<file path="src/rtl/dma_seq_pkg.sv">
package dma_seq_pkg;
    typedef enum logic [1:0] {
        ST_IDLE = 2'd0,
        ST_MASK = 2'd1,
        ST_BEAT = 2'd2
    } seq_state_e;

    localparam int BEAT_SHIFT = 3;
endpackage

</file>
<file path="src/rtl/dma_cmd_norm.sv">
module dma_cmd_norm #(
    parameter int LEN_W = 4
) (
    input  logic [LEN_W-1:0] len_in,
    input  logic             sub_in,
    input  logic             down_in,
    input  logic             read_in,
    input  logic             masked_in,
    output logic [LEN_W-1:0] last_idx,
    output logic             down_eff,
    output logic             masked_eff
);
    logic [LEN_W-1:0] beats;

    always_comb begin
        if (sub_in) begin
            beats = (len_in <= LEN_W'(2)) ? LEN_W'(2) : LEN_W'(4);
        end else if (len_in == '0) begin
            beats = LEN_W'(1);
        end else begin
            beats = len_in;
        end
        last_idx   = beats - LEN_W'(1);
        down_eff   = down_in & ~sub_in;
        masked_eff = masked_in & ~read_in;
    end
endmodule

</file>
<file path="src/rtl/dma_addr_gen.sv">
module dma_addr_gen #(
    parameter int ADDR_W = 32,
    parameter int LEN_W  = 4
) (
    input  logic              clk,
    input  logic              rst,
    input  logic              valid,
    input  logic [ADDR_W-1:0] start_addr,
    input  logic [LEN_W-1:0]  beat_idx,
    input  logic              down,
    input  logic              sub,
    output logic [ADDR_W-1:0] addr
);
    import dma_seq_pkg::*;
    localparam int IDX_W = ADDR_W - BEAT_SHIFT;

    logic [IDX_W-1:0] base_n;
    logic [IDX_W-1:0] step_n;
    logic [IDX_W-1:0] word_n;

    assign base_n = start_addr[ADDR_W-1:BEAT_SHIFT];
    assign step_n = IDX_W'(beat_idx);

    always_comb begin
        if (sub) begin
            word_n = base_n ^ step_n;
        end else if (down) begin
            word_n = base_n - step_n;
        end else begin
            word_n = base_n + step_n;
        end
        addr = {word_n, {BEAT_SHIFT{1'b0}}};
    end

    p_step_up_r3: assert property (@(posedge clk) disable iff (rst)
        (valid && $past(valid) && !sub && !down && $stable(start_addr))
        |-> addr == $past(addr) + ADDR_W'(8));

    p_step_down_r4: assert property (@(posedge clk) disable iff (rst)
        (valid && $past(valid) && !sub && down && $stable(start_addr))
        |-> addr == $past(addr) - ADDR_W'(8));

    p_group_held_r5: assert property (@(posedge clk) disable iff (rst)
        (valid && sub) |-> addr[ADDR_W-1:BEAT_SHIFT+2] == start_addr[ADDR_W-1:BEAT_SHIFT+2]);
endmodule

</file>
<file path="src/rtl/dma_beat_fsm.sv">
module dma_beat_fsm #(
    parameter int LEN_W = 4
) (
    input  logic             clk,
    input  logic             rst,
    input  logic             go,
    input  logic             masked,
    input  logic [LEN_W-1:0] last_idx,
    output logic [LEN_W-1:0] beat_idx,
    output logic             busy,
    output logic             beat_valid,
    output logic             beat_start,
    output logic             beat_last,
    output logic             mask_beat
);
    import dma_seq_pkg::*;

    seq_state_e state_q;
    logic [LEN_W-1:0] cnt_q;

    always_ff @(posedge clk) begin
        if (rst) begin
            state_q <= ST_IDLE;
            cnt_q   <= '0;
        end else begin
            unique case (state_q)
                ST_IDLE: begin
                    cnt_q <= '0;
                    if (go) begin
                        state_q <= masked ? ST_MASK : ST_BEAT;
                    end
                end
                ST_MASK: begin
                    state_q <= ST_BEAT;
                end
                ST_BEAT: begin
                    if (cnt_q == last_idx) begin
                        state_q <= ST_IDLE;
                        cnt_q   <= '0;
                    end else begin
                        cnt_q <= cnt_q + LEN_W'(1);
                    end
                end
                default: state_q <= ST_IDLE;
            endcase
        end
    end

    always_comb begin
        busy       = 1'b0;
        beat_valid = 1'b0;
        beat_start = 1'b0;
        beat_last  = 1'b0;
        mask_beat  = 1'b0;
        unique case (state_q)
            ST_IDLE: ;
            ST_MASK: begin
                busy      = 1'b1;
                mask_beat = 1'b1;
            end
            ST_BEAT: begin
                busy       = 1'b1;
                beat_valid = 1'b1;
                beat_start = (cnt_q == '0);
                beat_last  = (cnt_q == last_idx);
            end
            default: ;
        endcase
        beat_idx = cnt_q;
    end

    p_start_once_r7: assert property (@(posedge clk) disable iff (rst)
        beat_start |=> !beat_start);

    p_last_in_beat_r7: assert property (@(posedge clk) disable iff (rst)
        beat_last |-> beat_valid);

    p_mask_lead_r8: assert property (@(posedge clk) disable iff (rst)
        mask_beat |=> (beat_start && beat_valid));

    p_busy_drop_r9: assert property (@(posedge clk) disable iff (rst)
        beat_last |=> !busy);
endmodule

</file>
<file path="src/rtl/dma_beat_seq.sv">
module dma_beat_seq #(
    parameter int ADDR_W = 32,
    parameter int LEN_W  = 4
) (
    input  logic              clk,
    input  logic              rst,
    input  logic              cmd_valid,
    input  logic [ADDR_W-1:0] cmd_addr,
    input  logic [LEN_W-1:0]  cmd_len,
    input  logic              cmd_read,
    input  logic              cmd_down,
    input  logic              cmd_subblock,
    input  logic              cmd_masked,
    output logic              busy,
    output logic              beat_valid,
    output logic [ADDR_W-1:0] beat_addr,
    output logic              beat_start,
    output logic              beat_last,
    output logic              mask_beat
);
    logic             go;
    logic [LEN_W-1:0] last_n;
    logic             down_n;
    logic             masked_n;
    logic [ADDR_W-1:0] addr_q;
    logic [LEN_W-1:0]  last_q;
    logic              down_q;
    logic              sub_q;
    logic [LEN_W-1:0]  idx;

    assign go = cmd_valid & ~busy;

    dma_cmd_norm #(.LEN_W(LEN_W)) norm_i (
        .len_in     (cmd_len),
        .sub_in     (cmd_subblock),
        .down_in    (cmd_down),
        .read_in    (cmd_read),
        .masked_in  (cmd_masked),
        .last_idx   (last_n),
        .down_eff   (down_n),
        .masked_eff (masked_n)
    );

    always_ff @(posedge clk) begin
        if (rst) begin
            addr_q <= '0;
            last_q <= '0;
            down_q <= 1'b0;
            sub_q  <= 1'b0;
        end else if (go) begin
            addr_q <= cmd_addr;
            last_q <= last_n;
            down_q <= down_n;
            sub_q  <= cmd_subblock;
        end
    end

    dma_beat_fsm #(.LEN_W(LEN_W)) fsm_i (
        .clk        (clk),
        .rst        (rst),
        .go         (go),
        .masked     (masked_n),
        .last_idx   (last_q),
        .beat_idx   (idx),
        .busy       (busy),
        .beat_valid (beat_valid),
        .beat_start (beat_start),
        .beat_last  (beat_last),
        .mask_beat  (mask_beat)
    );

    dma_addr_gen #(.ADDR_W(ADDR_W), .LEN_W(LEN_W)) agen_i (
        .clk        (clk),
        .rst        (rst),
        .valid      (beat_valid),
        .start_addr (addr_q),
        .beat_idx   (idx),
        .down       (down_q),
        .sub        (sub_q),
        .addr       (beat_addr)
    );

    p_hold_cmd_r2: assert property (@(posedge clk) disable iff (rst)
        (busy && !beat_last) |=> ($stable(addr_q) && $stable(last_q)));
endmodule

</file>
<file path="config.mk">
export PLATFORM = sky130hd
export DESIGN_NAME = dma_beat_seq
export DESIGN_NICKNAME = d
export VERILOG_FILES = /design/src/rtl/dma_seq_pkg.sv /design/src/rtl/dma_cmd_norm.sv /design/src/rtl/dma_addr_gen.sv /design/src/rtl/dma_beat_fsm.sv /design/src/rtl/dma_beat_seq.sv
export SDC_FILE = /design/constraint.sdc
export NUM_CORES = 1
export LEC_CHECK = 0
export BUFFER_PORTS_ARGS = -buffer_cell sky130_fd_sc_hd__buf_4
export CAP_MARGIN = 25
export CORE_MARGIN = 1
export CORE_UTILIZATION = 50
export DETAILED_ROUTE_END_ITERATION = 16
export PLACE_DENSITY = 0.73
export SYNTH_ARGS = -nofsm -noshare
export SYNTH_HDL_FRONTEND = slang
export SYNTH_HIERARCHICAL = 1
export SYNTH_SLANG_ARGS = --single-unit
</file>
<file path="constraint.sdc">
create_clock -name clk -period 4.61 [get_ports clk]
set_input_delay 1.1525 -clock clk [delete_from_list [all_inputs] [get_ports clk]]
set_output_delay 1.1525 -clock clk [all_outputs]
set_load 0.1 [all_outputs]
</file>
==> impl_metrics.env <==
export IMPL_run_status="finished, final reports clean"
export IMPL_critical_path_n_buffers_inverters=3
export IMPL_setup_worst_path_start_class="flop"
export IMPL_hold_path_class="reg -> reg"
export IMPL_insertedDiodeCount=0
export IMPL_cell_depth_of_the_worst_hold_path=2
export IMPL_finClkSkew_ns=0.00815
export IMPL_hold_buffers=0
export IMPL_top_level_ports=80
export IMPL_relSlewSlack=0.322
export IMPL_clkSlewWorstSetupHoldPaths_ns=0.09
export IMPL_drt_wl_total_um=11100
export IMPL_tightestPinTransition_ns=1.02
export IMPL_timing_final_hold_violations=0
export IMPL_maxCapViolCount=0
export IMPL_final_max_slew_viol_count=0
export IMPL_cp_top_family="compound AO/OA/AOI/OAI gates"
export IMPL_critical_path_cell_chain="inv_2 -> ha_4 -> mux2i_2 -> fa_2 -> a211o_1 -> a2111oi_4 -> o22a_1 -> nor3_4 -> a21oi_2 -> mux2i_1 -> buf_4 -> xnor2_4 -> buf_12"
export IMPL_htree_num_levels=2
export IMPL_drt_initial_drc_count=157
export IMPL_grt_pass1_wl_um=17700
export IMPL_worstPathMaxFanout=3
export IMPL_grt_pass1_vias=3784
export IMPL_fp_dieArea_mm2=0.00903
export IMPL_gr_ovfl_total=0
export IMPL_final_antenna_net_count=0
export IMPL_worst_setup_path_end_kind="output port"
export IMPL_die_y_um=95.0
export IMPL_kind_of_critical_path="reg -> out"
export IMPL_dp_hpwl_um=8070
export IMPL_design_core_area_mm2=0.00830
export IMPL_worst_hold_startpoint="addr_q[3]"
export IMPL_period_needed_ns=4.57
export IMPL_crit_path_dat_ns=3.42
export IMPL_synth_cells=527
export IMPL_path_depth=13
export IMPL_nNetsFinal=673
export IMPL_area_growth_pct=25.3
export IMPL_mappedNetlistArea_mm2=0.00433
export IMPL_critical_path_slowest_cell="sky130_fd_sc_hd__dfxtp_4"
export IMPL_worstSkewPairLatency_ns=0.31
export IMPL_unrepaired_setup_endpoints_after_global_routing="yes"
export IMPL_grt_start_max_net_pins=78
export IMPL_start_util=0.521
export IMPL_root_buffer="sky130_fd_sc_hd__clkbuf_8"
export IMPL_track_usage=0.246
export IMPL_cts_sinks=41
export IMPL_wl_per_cell_um=15.9
export IMPL_vias_per_cell=5.94
export IMPL_setup_viol=0
export IMPL_place_gp_congestion=0.867
export IMPL_cts_buffers_inserted=5
export IMPL_cp_required_ns=3.46
export IMPL_remaining_drc_errors=0
export IMPL_clock_tree_buffer_depth=2
export IMPL_cp_launch_point="fsm_i/beat_idx[0]"
export IMPL_numPortBuffers=73
export IMPL_place_worst_setup_slack_ns=0.0798
export IMPL_layout_worst_path_cycle_share=0.991
export IMPL_worst_r2r_startpoint="fsm_i/state_q[0]"
export IMPL_slowest_cell_delay_on_critical_path_ns=0.39
export IMPL_final_setup_worst_slack_ns=0.0405
export IMPL_placement_rows=33
export IMPL_grt_antenna_before_repair=0
export IMPL_dr_pass1_iters=4
export IMPL_avgSynthCellArea_um2=8.21
export IMPL_num_vias=4154
export IMPL_worstRegToRegCells=5
export IMPL_layout_drive_gt1_share=0.315
export IMPL_timing_fmax_mhz=219
export IMPL_synth_warning_count=6
export IMPL_die_width_um=95.0
export IMPL_tritoncts="done"
placed cells by master (no fill, tap or decap), types with 13 or more instances in the layout:
cell type	count
sky130_fd_sc_hd__dfxtp_1	37
sky130_fd_sc_hd__xnor2_1	18
sky130_fd_sc_hd__nand2_1	40
sky130_fd_sc_hd__buf_4	87
sky130_fd_sc_hd__ha_1	28
sky130_fd_sc_hd__o21ai_2	25
sky130_fd_sc_hd__a21o_1	18
sky130_fd_sc_hd__inv_1	17
sky130_fd_sc_hd__nand2b_1	40
sky130_fd_sc_hd__o21ai_1	28
sky130_fd_sc_hd__o21ai_0	23
sky130_fd_sc_hd__nand4bb_1	35
sky130_fd_sc_hd__a21oi_1	26
sky130_fd_sc_hd__xor2_1	13
sky130_fd_sc_hd__nor2_1	13
final timing paths:
check	slack (ns)	end
setup reg to reg	1.94	addr_q[30]
setup / recovery	0.04	beat_addr[31]
hold / removal	0.47	addr_q[3]
hold reg to reg	0.47	addr_q[3]
state kept, by name (all words and copies together) (netlist names):
signal	flops
addr_q	29
sub_q	1
fsm_i/state_q	2
last_q	4
fsm_i/beat_idx	4
down_q	1
worst reg2reg max path: cells and delay by family (launching register included):
family	cells	cell delay [ns]
adders and majority gates	1	0.71
AOI/OAI and AO/OA	1	0.15
DFF	1	0.38
and+or+nand+nor	1	0.78
buffers and inverters	2	0.53
area by class of cell:
type | count | area, um^2
repair buffers | 95 | 782
clock buffers | 5 | 68.8
well taps | 105 | 131
clock inverters | 3 | 46.3
multi-input cells | 430 | 3490
flip-flops and latches | 41 | 831
fillers | 713 | 2880
inverters | 20 | 75.1
timing repair:
item / CTS / global route
cloned: 0 / 0
pin swaps: 11 / 5
setup buffers: 8 / 2
setup endpoints to repair: 10 / 12
gates resized for setup: 31 / 26
metrics by stage:
step            util  std cells  TNS (ns)  hold WS, ns  instance area, um^2
6_report       0.653        699         0        0.475                 5420
3_5_place_dp   0.603        681         0        0.466                 5000
2_1_floorplan      -        529    -0.595        0.442                 4470
5_1_grt        0.653        699    -0.192        0.516                 5420
3_3_place_gp   0.603        681         0        0.459                 5000
4_1_cts        0.639        697         0        0.480                 5300
layer usage:
layer | wire length [um] | vias to the layer above | GRT usage
li1 | - | 2063 | -
met1 | 5100 | 1967 | 0.329
met2 | 5450 | 109 | 0.420
met3 | 458 | 15 | 0.0295
met4 | 116 | 0 | 0.0556
met5 | 0 | - | 0
Power is left out: the tool's default activity adds up to more than one toggle a clock period on the data nets, which glitch-free logic cannot reach.
